`src/rtl/zo_recog_pkg.sv`:
```
package zo_recog_pkg;
    localparam int NUM_STATES = 6;
    localparam int IDX_W      = $clog2(NUM_STATES);
    localparam int CLS_W      = 2;

    // Class of the ones count; forms the upper bits of the state index.
    typedef enum logic [CLS_W-1:0] {
        ONES_NONE = 2'd0,
        ONES_ODD  = 2'd1,
        ONES_EVEN = 2'd2
    } ones_cls_e;

    localparam logic [IDX_W-1:0] RESET_IDX  = '0;
    localparam logic [IDX_W-1:0] ACCEPT_IDX = {ONES_EVEN, 1'b1};

    typedef struct packed {
        ones_cls_e cls;
        logic      zpar;
    } rec_state_t;

    function automatic rec_state_t idx_split(input logic [IDX_W-1:0] idx);
        rec_state_t s;
        s.cls  = ones_cls_e'(idx[IDX_W-1:1]);
        s.zpar = idx[0];
        return s;
    endfunction
endpackage

```
`src/rtl/zo_step.sv`:
```
module zo_step
    import zo_recog_pkg::*;
(
    input  logic [IDX_W-1:0] cur_idx_i,
    input  logic             bit_valid,
    input  logic             bit_in,
    output logic [IDX_W-1:0] nxt_idx_o
);
    rec_state_t cur_s;
    rec_state_t nxt_s;

    always_comb begin
        cur_s = idx_split(cur_idx_i);
        nxt_s = cur_s;
        if (bit_valid) begin
            if (bit_in) begin
                // A one alternates the ones count between odd and even-nonzero.
                nxt_s.cls = (cur_s.cls == ONES_ODD) ? ONES_EVEN : ONES_ODD;
            end else begin
                nxt_s.zpar = ~cur_s.zpar;
            end
        end
        nxt_idx_o = {nxt_s.cls, nxt_s.zpar};
    end
endmodule

```
`src/rtl/zo_state_reg.sv`:
```
module zo_state_reg
    import zo_recog_pkg::*;
#(
    parameter bit ONE_HOT = 1'b1
) (
    input  logic             clk,
    input  logic             rst_n,
    input  logic [IDX_W-1:0] nxt_idx_i,
    output logic [IDX_W-1:0] cur_idx_o,
    output logic             match_o
);
    localparam int ENC_W = ONE_HOT ? NUM_STATES : IDX_W;
    localparam logic [ENC_W-1:0] ENC_RST = ENC_W'(ONE_HOT ? 1 : 0);

    typedef struct packed {
        logic [ENC_W-1:0] enc;
        logic             hit;
    } reg_t;

    reg_t             r_d;
    reg_t             r_q;
    logic [ENC_W-1:0] enc_nxt;
    logic [IDX_W-1:0] idx_cur;

    generate
        if (ONE_HOT) begin : g_onehot
            always_comb begin
                enc_nxt = '0;
                for (int k = 0; k < NUM_STATES; k++) begin
                    if (nxt_idx_i == IDX_W'(k)) enc_nxt[k] = 1'b1;
                end
            end
            always_comb begin
                idx_cur = '0;
                for (int k = 0; k < NUM_STATES; k++) begin
                    if (r_q.enc[k]) idx_cur = idx_cur | IDX_W'(k);
                end
            end
        end else begin : g_binary
            assign enc_nxt = nxt_idx_i;
            assign idx_cur = r_q.enc;
        end
    endgenerate

    always_comb begin
        r_d.enc = enc_nxt;
        r_d.hit = (nxt_idx_i == ACCEPT_IDX);
    end

    always_ff @(posedge clk or negedge rst_n) begin
        if (!rst_n) begin
            r_q.enc <= ENC_RST;
            r_q.hit <= 1'b0;
        end else begin
            r_q <= r_d;
        end
    end

    assign cur_idx_o = idx_cur;
    assign match_o   = r_q.hit;
endmodule

```
`src/rtl/zo_recog.sv`:
```
module zo_recog
    import zo_recog_pkg::*;
#(
    parameter bit ONE_HOT = 1'b1
) (
    input  logic             clk,
    input  logic             rst_n,
    input  logic             bit_valid,
    input  logic             bit_in,
    output logic             match_o,
    output logic [IDX_W-1:0] state_idx_o
);
    logic [IDX_W-1:0] idx_q;
    logic [IDX_W-1:0] idx_d;

    zo_step u_step (
        .cur_idx_i (idx_q),
        .bit_valid (bit_valid),
        .bit_in    (bit_in),
        .nxt_idx_o (idx_d)
    );

    zo_state_reg #(.ONE_HOT(ONE_HOT)) u_reg (
        .clk       (clk),
        .rst_n     (rst_n),
        .nxt_idx_i (idx_d),
        .cur_idx_o (idx_q),
        .match_o   (match_o)
    );

    assign state_idx_o = idx_q;
endmodule

```
`config.mk`:
```
export PLATFORM = sky130hd
export DESIGN_NAME = zo_recog
export DESIGN_NICKNAME = d
export VERILOG_FILES = /design/src/rtl/zo_recog_pkg.sv /design/src/rtl/zo_step.sv /design/src/rtl/zo_state_reg.sv /design/src/rtl/zo_recog.sv
export SDC_FILE = /design/constraint.sdc
export NUM_CORES = 1
export LEC_CHECK = 0
export BUFFER_PORTS_ARGS = -buffer_cell sky130_fd_sc_hd__buf_2
export CELL_PAD_IN_SITES_DETAIL_PLACEMENT = 0
export CELL_PAD_IN_SITES_GLOBAL_PLACEMENT = 1
export CORE_AREA = 2 2 39 41
export CTS_CLUSTER_DIAMETER = 150
export DETAILED_ROUTE_END_ITERATION = 16
export DIE_AREA = 0 0 41 43
export GPL_ROUTABILITY_DRIVEN = 0
export PLACE_DENSITY = 0.54
export RECOVER_POWER = 25
export SYNTH_ARGS = -nofsm -noshare
export SYNTH_HDL_FRONTEND = slang
export SYNTH_HIERARCHICAL = 1
export SYNTH_SLANG_ARGS = --single-unit
export TNS_END_PERCENT = 10
```
`constraint.sdc`:
```
create_clock -name clk -period 3.35 [get_ports clk]
set_input_delay 0 -clock clk [delete_from_list [all_inputs] [get_ports clk]]
set_output_delay 0 -clock clk [all_outputs]
set_load 0.01 [all_outputs]
```
* After elaboration in Yosys (flattened, before gate mapping) *
Index checks and enable logic that the tools add are counted.

storage, ports and cells
  bits in registers = 7
  input bits = 4
  output and inout bits = 4
  word-level logic and storage cells = 25

operators by class
  equality and inequality tests = 6
  muxes and demuxes = 15
  bitwise gates (word level) = 1
  reductions and logical operators = 1

operators by type and width
  operator                                                         count
  3-bit two-way mux                                                3
  1-bit two-way mux                                                8
  2-bit two-way mux                                                4
  3-bit by 2-bit == test with 1-bit output, second input constant  2
  3-bit == test, second input constant                             2
  3-bit by 1-bit == test with 1-bit output, second input constant  1
  3-bit logical NOT                                                1
  2-bit by 1-bit == test with 1-bit output, second input constant  1
  1-bit inverter                                                   1

* Longest topological paths before layout *
  depth after elaboration = 11
  mapped depth = 4
  mapped depth without buffers = 4

* Cells and area by module *
Netlist, hierarchy kept.

by module, submodules not included
  module        instances  cells each  area each (um^2)  sequential area each (um^2)
  zo_state_reg  1          13          183.9             125.1
  zo_step       1          7           45.0              0.0

* Least setup slack after synthesis *
OpenSTA, ideal clock, no wires.

  path type = register to register
  from = register u_reg/match_o (netlist name)
  to = register u_reg/r_q[4] in the netlist's numbering
  library setup time = 0.120 ns
  arrival = 1.288 ns
  required time = 3.230 ns
  setup slack = 1.942 ns
  stages on the path, launching flop included = 5
  buffers on the path = 0
  period minus slack after synthesis = 1.408 ns
  cells stage by stage = dfrtp_1 or2_2 and4b_1 a21o_1 and3b_1

RTL lines
  what                    RTL line            RTL
  end signal: assignment  zo_state_reg.sv:55  r_q <= r_d;
  end: declaration        zo_state_reg.sv:21  reg_t r_q;

==> metrics list <==
- The run finished with clean final reports.
- Number of nets at the end of the flow: 37
* Worst ir drop on vdd: about 170 uV
- Most common cell after layout, fill and taps aside: sky130_fd_sc_hd__buf_2
- Pin placement for this block handled 8 I/O pins.
- CTS built an H-tree with a depth of 1.
* Worst path cell trace: or3_1, xnor2_1, nor3b_1
- The die covers approximately 1800 um^2.
* Kind of end point of the critical path: register
- Using the TritonRoute via totals, the vias-per-cell ratio works out to about 4.
* Post-route minimum period: approximately 1500 ps
- DRC violation count after routing: 0
- Clock-pin slew was measured on the worst setup and hold paths at ~50 ps.
* CP Launch Point: u_reg/match_o$_DFF_PN0_
- Switching Power: ~95 uW
- Counting flops and latches in the post-synthesis netlist gives 5.
- Power per cell area: roughly 850 nW/um^2
- Global routing used approximately 7.6% of the available tracks.
- Clock tree synthesis selected as its root buffer the cell sky130_fd_sc_hd__clkbuf_4.
- In this run the critical register-to-register path is launched from u_reg/match_o$_DFF_PN0_.
* Port-buffer cells: 7
- Seq/Total Area, Yosys: a little over half
- Buffers & Inverters on Critical Path: 0
- Clock latency on the worst-skew pair, taken at its later pin, is roughly 250 ps.
- Peak Freq: a little under 700 MHz
- Share of power burned in combinational logic: 43.8%
- The number of global-route vias before repair came to between 200 and 250.
- Internal power: ~180 uW
- Crit-path leading delay family: simple AND/OR/NAND/NOR gates
* Chip Height: approximately 43 um
* Net switching share of the total power: between 30% and 40%
* Overall via count from detail_route: between 150 and 200
- The clock arrives with 4.94 ps of skew.
- Share of layout cells above drive strength 1: roughly 38%
- TritonCTS built the clock tree.
* Leading cell types in the layout, fill and taps excluded: sky130_fd_sc_hd__buf_2 (6), sky130_fd_sc_hd__dfrtp_1 (5), sky130_fd_sc_hd__clkbuf_4 (3), sky130_fd_sc_hd__nor3b_1 (3)
- Antenna violations before repair: 0
* Maximum number of pins on one net before global-route repair: 6
* Number of sinks handled by clock tree synthesis: 5
- Met1 track demand over resource in global routing: around 6.5%
* Rel. slew slack: roughly 76%
* Number of inserted diodes: 0
- The count of endpoints failing hold in the final timing report is 0.
* Post-detailed-route count of antenna-violating nets: 0
* Number of nets produced by synthesis: 24
- Portion of the clock cycle consumed by the worst path in the final layout: a little over two fifths
* Initial core utilization: 16.5%
- Layout Area Growth over Synthesis: 39.9%
- Wire length of the first global-routing pass: approximately 810 um
- The number of max-slew violations in the final report was 0.
- The share of total power dissipated in the clock network is about a quarter.
- Number of cells in the finished layout apart from fillers: between 40 and 50
- The total overflow left after global routing is 0.
- On the critical path, the stage with the largest delay is an instance of sky130_fd_sc_hd__dfrtp_1.
- STA classifies the critical path startpoint as a register.
* CP Data Arrival Time: about 1600 ps
- STA puts the critical path data required time at about 3500 ps.
* Sum of routed wire length over all layers: around 450 um
- Detailed router's first-iteration violation count: 4
* Largest incremental delay on the critical path: between 300 and 400 ps
- For met3 alone, demand over resource in global routing was roughly 4.7%.
- Per report_power, the sequential group accounts for 30.1% of the total.
* Fillers: approximately 160
- From left edge to right edge, the die measures 41 um.
- Yosys warnings: 6
* Critical path peak fanout: 5
- The critical path in this run is classified as register to register.
* Unrepaired setup endpoints after global routing: no
* TNS Setup: 0 ps
* Endpoints failing setup: 0
* Maxcap violations: 0
* Met2 Use GR: 10.6%
* Clock tree buffer depth: 2
- The multi-input combinational cells in the finished layout cover a total of just over 100 um^2.
* Sequential standard cell area: 125 um^2
* Classification of the worst-slack hold path: primary input to async pin
* HPWL after DPL: ~330 um
- The pre-antenna-repair detailed-routing pass consisted of 5 iterations.
- In this run the static leakage power is 0.000177 uW.
- In this run the most used layer during global routing was met2.
- Number of buffers inserted during clock tree synthesis: 3
* Number of core rows: 14
- Number of different library cells in the post-synthesis netlist: 12
- Synthesized netlist cell count: 20
* Routed len/inst: between 9 and 10 um
- Total core area: ~1400 um^2
* Transition at the pin with the smallest max-transition slack: 358 ps
- The number of placed instances, taps included, is between 40 and 50.
- In this run the cell area of the synthesized design comes to between 200 and 250 um^2.
- Average size of a mapped cell: roughly 11 um^2
==> what timing repair did <==
action | in CTS | in global routing
hold endpoints to repair | 5 | 0
buffers inserted | 0 | 0
gates resized for setup | 0 | 0
hold buffers | 1 | 0
setup endpoints to repair | 0 | 0
==> layer usage <==
| layer | vias up | wire length [um] |
|---|---|---|
| met1 | 85 | 165 |
| met4 | 0 | 2 |
| met5 | - | 0 |
| met3 | 2 | 64 |
| li1 | 94 | - |
| met2 | 13 | 215 |
==> cells in the mapped netlist <==
library cell / instances / area share [%]
sky130_fd_sc_hd__nor3b_1: 3 / 9.8
sky130_fd_sc_hd__a21o_1: 1 / 3.3
sky130_fd_sc_hd__nand2b_1: 1 / 2.7
sky130_fd_sc_hd__and4b_1: 1 / 4.4
sky130_fd_sc_hd__nand2_1: 1 / 1.6
sky130_fd_sc_hd__or2_2: 2 / 5.5
sky130_fd_sc_hd__dfrtp_1: 5 / 55
sky130_fd_sc_hd__nor2_1: 1 / 1.6
sky130_fd_sc_hd__or3_1: 1 / 2.7
sky130_fd_sc_hd__xnor2_1: 1 / 3.8
sky130_fd_sc_hd__a21oi_1: 1 / 2.2
sky130_fd_sc_hd__and3b_1: 2 / 7.7
==> cell type report <==
type	instances	share of cell area (%)
clock buffer	3	7.03
clock inverter	1	1.56
multi-input combinational	15	32.4
sequential	5	39.1
tap	16	6.25
timing repair buffer	8	13.7
==> power groups by stage <==
| stage | Combinational, uW | Sequential [uW] | Clock (uW) |
|---|---|---|---|
| 4_1_cts | 120 | 81.9 | 73.6 |
| 2_1_floorplan | 81.5 | 83.0 | 0 |
| 3_5_place_dp | 118 | 82.9 | 0 |
| 6_report | 119 | 81.8 | 70.8 |
| 5_1_grt | 135 | 84.1 | 79.6 |
| 3_3_place_gp | 116 | 82.9 | 0 |
==> registers in the layout, indices dropped and copies added (netlist names) <==
signal         count
u_reg/match_o      1
u_reg/r_q          4
==> metrics by stage <==
| stage | power [uW] | setup WS [ps] | area (um^2) | hold slack [ps] | util [%] |
|---|---|---|---|---|---|
| CTS | 276 | 1870 | 322 | 89.5 | 23.2 |
| floorplan | 165 | 1940 | 229 | -296 | - |
| detailed placement | 200 | 1930 | 284 | -180 | 20.5 |
| global route | 299 | 1750 | 320 | 168 | 23.1 |
| global placement | 199 | 1940 | 284 | -186 | 20.5 |
| finish | 272 | 1880 | 320 | 129 | 23.1 |
==> path summary, 6_finish.rpt <==
check / slack [ps] / end / depth (start not counted)
max reg2reg: 1880 / u_reg/r_q[2]$_DFF_PN0_ / 3
max: 1880 / u_reg/r_q[2]$_DFF_PN0_ / 3
min reg2reg: 700 / u_reg/r_q[3]$_DFF_PN0_ / 3
max in group asynchronous: 3010 / u_reg/r_q[5]$_DFF_PN0_ / 2
min in group clk: 210 / u_reg/r_q[3]$_DFF_PN0_ / 4
min: 130 / u_reg/r_q[3]$_DFF_PN0_ / 2
==> kinds of logic after synthesis <==
group	count (synthesis)	share of synthesized area (%)
simple gates	12	36.1
xor+xnor	1	3.83
compound gates	2	5.46
flops	5	54.6
==> worst register-to-register path, cell delays in order (launching register included) <==
cell	delay, ps
sky130_fd_sc_hd__dfrtp_1	380
sky130_fd_sc_hd__or3_1	380
sky130_fd_sc_hd__xnor2_1	350
sky130_fd_sc_hd__nor3b_1	270
Note: power is estimated with default switching activity, not from simulation.
